[src/rtl/mq_pkg.sv]
package mq_pkg;

    // default number of shares per bit (second-order security)
    localparam int unsigned MQ_SHARES = 3;

    // number of nonlinear outputs formed by the block
    localparam int unsigned MQ_NL_OUTS = 2;

    // identifies which nonlinear output a generate lane builds
    typedef enum logic [0:0] {
        NL_Z = 1'b0,
        NL_W = 1'b1
    } mq_nl_sel_e;

    // flat index of product share (first-operand share i, second-operand share j)
    function automatic int unsigned mq_prod_idx(input int unsigned i,
                                                input int unsigned j,
                                                input int unsigned nsh);
        return i * nsh + j;
    endfunction

    // mask bit count for one product set
    function automatic int unsigned mq_rnd_bits(input int unsigned nsh);
        return nsh * nsh - 1;
    endfunction

endpackage

[src/rtl/mq_cross_prod.sv]
module mq_cross_prod #(
    parameter int unsigned NSH = mq_pkg::MQ_SHARES,
    localparam int unsigned NPROD = NSH * NSH
) (
    input  logic [NSH-1:0]   mul_l,
    input  logic [NSH-1:0]   mul_r,
    input  logic [NSH-1:0]   add_t,
    output logic [NPROD-1:0] prod
);
    import mq_pkg::*;

    // every pairwise share product; additive share lands on the diagonal
    for (genvar i = 0; i < NSH; i++) begin : g_row
        for (genvar j = 0; j < NSH; j++) begin : g_col
            if (i == j) begin : g_diag
                assign prod[mq_prod_idx(i, j, NSH)] = (mul_l[i] & mul_r[j]) ^ add_t[i];
            end else begin : g_off
                assign prod[mq_prod_idx(i, j, NSH)] = mul_l[i] & mul_r[j];
            end
        end
    end

endmodule

[src/rtl/mq_refresh.sv]
module mq_refresh #(
    parameter int unsigned NSH = mq_pkg::MQ_SHARES,
    localparam int unsigned NPROD = NSH * NSH,
    localparam int unsigned NRND = NPROD - 1
) (
    input  logic [NPROD-1:0] raw,
    input  logic [NRND-1:0]  rnd,
    output logic [NPROD-1:0] fresh
);
    logic rnd_fold;

    // last share absorbs all masks so the set sum is unchanged
    assign rnd_fold = ^rnd;

    for (genvar k = 0; k < NPROD; k++) begin : g_share
        if (k < NRND) begin : g_single
            assign fresh[k] = raw[k] ^ rnd[k];
        end else begin : g_closing
            assign fresh[k] = raw[k] ^ rnd_fold;
        end
    end

endmodule

[src/rtl/mq_compress.sv]
module mq_compress #(
    parameter int unsigned NSH = mq_pkg::MQ_SHARES,
    localparam int unsigned NPROD = NSH * NSH
) (
    input  logic [NPROD-1:0] prod_q,
    output logic [NSH-1:0]   folded
);
    // products sharing a first-operand index are folded together
    for (genvar i = 0; i < NSH; i++) begin : g_group
        assign folded[i] = ^prod_q[i*NSH +: NSH];
    end

endmodule

[src/rtl/mq_quad_masked.sv]
module mq_quad_masked #(
    parameter int unsigned NSH = mq_pkg::MQ_SHARES,
    localparam int unsigned NPROD = NSH * NSH,
    localparam int unsigned NRND = NPROD - 1
) (
    input  logic            clk,
    input  logic            rst,
    input  logic [NSH-1:0]  in_a_sh,
    input  logic [NSH-1:0]  in_b_sh,
    input  logic [NSH-1:0]  in_c_sh,
    input  logic [NSH-1:0]  in_d_sh,
    input  logic [NRND-1:0] rnd_z,
    input  logic [NRND-1:0] rnd_w,
    output logic [NSH-1:0]  out_x_sh,
    output logic [NSH-1:0]  out_y_sh,
    output logic [NSH-1:0]  out_z_sh,
    output logic [NSH-1:0]  out_w_sh
);
    import mq_pkg::*;

    localparam int unsigned NL = MQ_NL_OUTS;

    // per-lane operand routing
    logic [NSH-1:0]   op_mul_r [NL];
    logic [NSH-1:0]   op_add   [NL];
    logic [NRND-1:0]  op_rnd   [NL];
    logic [NPROD-1:0] prod_raw [NL];
    logic [NPROD-1:0] prod_frs [NL];
    logic [NPROD-1:0] prod_q   [NL];
    logic [NSH-1:0]   nl_out   [NL];

    // registered linear shares
    logic [NSH-1:0] lin_x_q;
    logic [NSH-1:0] lin_y_q;

    for (genvar g = 0; g < NL; g++) begin : g_nl
        if (mq_nl_sel_e'(g) == NL_Z) begin : g_z
            assign op_mul_r[g] = in_b_sh;
            assign op_add[g]   = in_c_sh;
            assign op_rnd[g]   = rnd_z;
        end else begin : g_w
            assign op_mul_r[g] = in_c_sh;
            assign op_add[g]   = in_d_sh;
            assign op_rnd[g]   = rnd_w;
        end

        mq_cross_prod #(.NSH(NSH)) u_prod (
            .mul_l (in_a_sh),
            .mul_r (op_mul_r[g]),
            .add_t (op_add[g]),
            .prod  (prod_raw[g])
        );

        mq_refresh #(.NSH(NSH)) u_refresh (
            .raw   (prod_raw[g]),
            .rnd   (op_rnd[g]),
            .fresh (prod_frs[g])
        );

        // refreshed product set is the only state for this lane
        always_ff @(posedge clk) begin
            if (rst) begin
                prod_q[g] <= '0;
            end else begin
                prod_q[g] <= prod_frs[g];
            end
        end

        mq_compress #(.NSH(NSH)) u_compress (
            .prod_q (prod_q[g]),
            .folded (nl_out[g])
        );
    end

    always_ff @(posedge clk) begin
        if (rst) begin
            lin_x_q <= '0;
            lin_y_q <= '0;
        end else begin
            lin_x_q <= in_a_sh;
            lin_y_q <= in_b_sh;
        end
    end

    assign out_x_sh = lin_x_q;
    assign out_y_sh = lin_y_q;
    assign out_z_sh = nl_out[NL_Z];
    assign out_w_sh = nl_out[NL_W];

endmodule

[config.mk]
export PLATFORM = sky130hd
export DESIGN_NAME = mq_quad_masked
export DESIGN_NICKNAME = d
export VERILOG_FILES = /design/src/rtl/mq_pkg.sv /design/src/rtl/mq_cross_prod.sv /design/src/rtl/mq_refresh.sv /design/src/rtl/mq_compress.sv /design/src/rtl/mq_quad_masked.sv
export SDC_FILE = /design/constraint.sdc
export NUM_CORES = 1
export LEC_CHECK = 0
export ABC_AREA = 1
export BUFFER_PORTS_ARGS = -buffer_cell sky130_fd_sc_hd__buf_2
export CAP_MARGIN = 20
export CORE_MARGIN = 3
export CORE_UTILIZATION = 37
export CTS_BUF_LIST = sky130_fd_sc_hd__clkbuf_8
export DETAILED_ROUTE_END_ITERATION = 7
export GPL_ROUTABILITY_DRIVEN = 0
export HOLD_SLACK_MARGIN = 0.08
export PLACE_DENSITY = 0.71
export SLEW_MARGIN = 25
export SYNTH_ARGS = -nofsm -noshare
export SYNTH_HDL_FRONTEND = slang
export SYNTH_SLANG_ARGS = --single-unit
export TNS_END_PERCENT = 50
[constraint.sdc]
create_clock -name clk -period 0.8 [get_ports clk]
set_clock_uncertainty 0.05 [all_clocks]
set_input_delay 0.04 -clock clk [delete_from_list [all_inputs] [get_ports clk]]
set_output_delay 0.04 -clock clk [all_outputs]
set_load 0.005 [all_outputs]
==> run summary <==
Peak supply drop: 0.828 mV
Post-synthesis mux area share: 0%
Multi-input logic area: 761 µm²
Global route overflow: 0
Ports: 42
Setup TNS: -1.78 ns
CP Max Fanout: 1
Max clock buf depth: 2
Top cells by area, synth: dfxtp_1 (36%), nand2_1 (17%), xnor2_1 (7.8%), inv_1 (7.5%), a21oi_1 (6.7%)
Max_slew headroom: 86.3%
Initial antenna violation count: 0
Post-route clock period utilization: 140%
Count of input and output buffers: 41
Core area: 3420 µm²
Final Util: 58.2%
Commonest non-fill, non-tap cell in the layout: nand2_1
Unique cell type count in the Yosys netlist: 16
XOR/XNOR Fraction of Synth Area: 11.1%
Largest net degree at the start of global routing: 15
Cells after Synth: 202
Via-to-Cell Ratio: 4.49
Failing checks: negative setup slack
Placed cells: 314
DP Worst Slack: -0.139 ns
Die span in x: 66.2 µm
Crit end category: output pin
Fin worst setup slack: -0.322 ns
Largest family of logic cells by synthesized area: simple AND/OR/NAND/NOR gates
Root Driver: clkbuf_8
Vias in the first global route: 1295
# fillers: 329
Leakage power: 1.12 nW
Synth-to-Final Area Change: 48.2%
Status: finished, violations left
Worst-path clk slew: 0.09 ns
Initial Utilization: 39.3%
Final non-filler cell total: 325
Final ANT Viol Nets: 0
Reg area: 492 µm²
HP Class: input port to flip-flop
Synthesized flop and latch total: 24
CTS tree: done
Final Instance Area: 1990 µm²
# nets final: 310
Vias: 1458
Seq/Total Area, Yosys: 35.8%
Worst Path Required: 0.71 ns
First-pass GRT wire length: 5420 µm
Sink Count: 24
Share of post-route cells with drive strength above 1: 36.6%
Mapped Nets: 232
Router iterations before antenna repair: 4
Yosys warning count: 0
Most frequent cells in the layout: nand2_1 (62), buf_2 (41), buf_4 (28), inv_1 (27), a21oi_1 (18)
Syn avg cell area: 6.65 µm²
Worst-margin pin slew: 0.204 ns
Power Density: 1620 nW/µm²
CTS buffer count: 3
# setup viols final: 6
Cell Rows: 21
Final WL: 3200 µm
H-tree levels: 1
N_diodes: 0
Top-area cell type share of the netlist area: 35.8%
Adder-cell share of the synthesized area: 0%
Number of max-cap violations: 0
CP startpoint kind: flip-flop
Crit path time final: 1.12 ns
F_max: 0.891 GHz
Total track usage: 15.6%
# hold bufs at CTS: 7
Placed Instance Area: 1790 µm²
Die height: 66.2 µm
RSZ-0062 raised after global routing: true
Drt first-iter violations: 50
Die Area: 4390 µm²
Post-synthesis compound-gate area fraction: 11.9%
Setup CP Type: flip-flop to output pin
Wire per inst: 9.84 µm
Synth area leader: dfxtp_1
Drt drc: 0
Final hold vios: 0
Max Slew Vio Count: 0
Synth Cell Area: 1340 µm²
Detailed Place HPWL: 2480 µm
Crit path DAT: 1.03 ns
Synth Area in Simple Gates: 30.3%
==> layout make-up <==
type	count	area share [%]
repair buffers	76	24.5
well taps	46	2.89
clock buffers	3	2.08
multi-input cells	143	38.2
flip-flops and latches	24	24.7
inverters	32	6.04
clock inverters	1	1.51
==> power by group <==
part / switching (mW) / total, mW / internal [mW]
combinational: 0.403 / 0.847 / 0.444
clock: 0.366 / 1.03 / 0.668
sequential: 0.0484 / 1.34 / 1.29
==> cell families (layout without fill, tap and decap cells) <==
group | after synthesis | after routing
AND/OR/NAND/NOR | 94 | 94
buffers and inverters | 35 | 112
AO/OA/AOI/OAI | 32 | 32
flip-flops | 24 | 24
XOR/XNOR | 17 | 17
==> layer usage <==
metal | routed length, µm | vias to the layer above | GRT usage [%]
met5 | 0 | - | 0
met4 | 19 | 0 | 3.81
met2 | 1530 | 36 | 27.1
met3 | 203 | 2 | 2.55
met1 | 1440 | 643 | 20.0
li1 | - | 777 | -
==> timing repair <==
action / 4_1_cts / 5_1_grt
setup buffers: 0 / 0
pin swaps: 8 / 9
setup endpoints to repair: 6 / 11
endpoints found under the hold margin: 18 / 9
gates resized for setup: 7 / 9
==> cells in the mapped netlist, drive strengths merged <==
cell type and n:
a21oi 18, buf 2, clkbuf 1, dfxtp 24, inv 32, nand2 67, nand3 15, nor2 12
o21ai 14, xnor2 12, xor2 5
==> flip-flops by register name, summed over array words and instances, names as in the netlist <==
name      cells
prod_q       18
out_x_sh      3
out_y_sh      3
==> worst max-delay path: stages (launching register included) <==
cell and delay (ns):
dfxtp_2 0.33, xnor2_2 0.16, xnor2_1 0.14, buf_2 0.14
==> through the flow <==
| stage | hold WS [ns] | total power [mW] |
|---|---|---|
| floorplan | 0.0591 | 1.77 |
| global placement | 0.278 | 2.12 |
| finish | 0.0246 | 3.22 |
| global route | 0.0254 | 3.41 |
| detailed placement | 0.284 | 2.14 |
| CTS | 0.0241 | 3.22 |
==> worst paths after layout <==
kind,from,endpoint,slack [ns],cells after the start
worst min-delay path,in_c_sh[0],prod_q[1][6],0.02,3
worst max-delay path,prod_q[1][6],out_w_sh[2],-0.32,3
(Power assumes the default switching activity.)
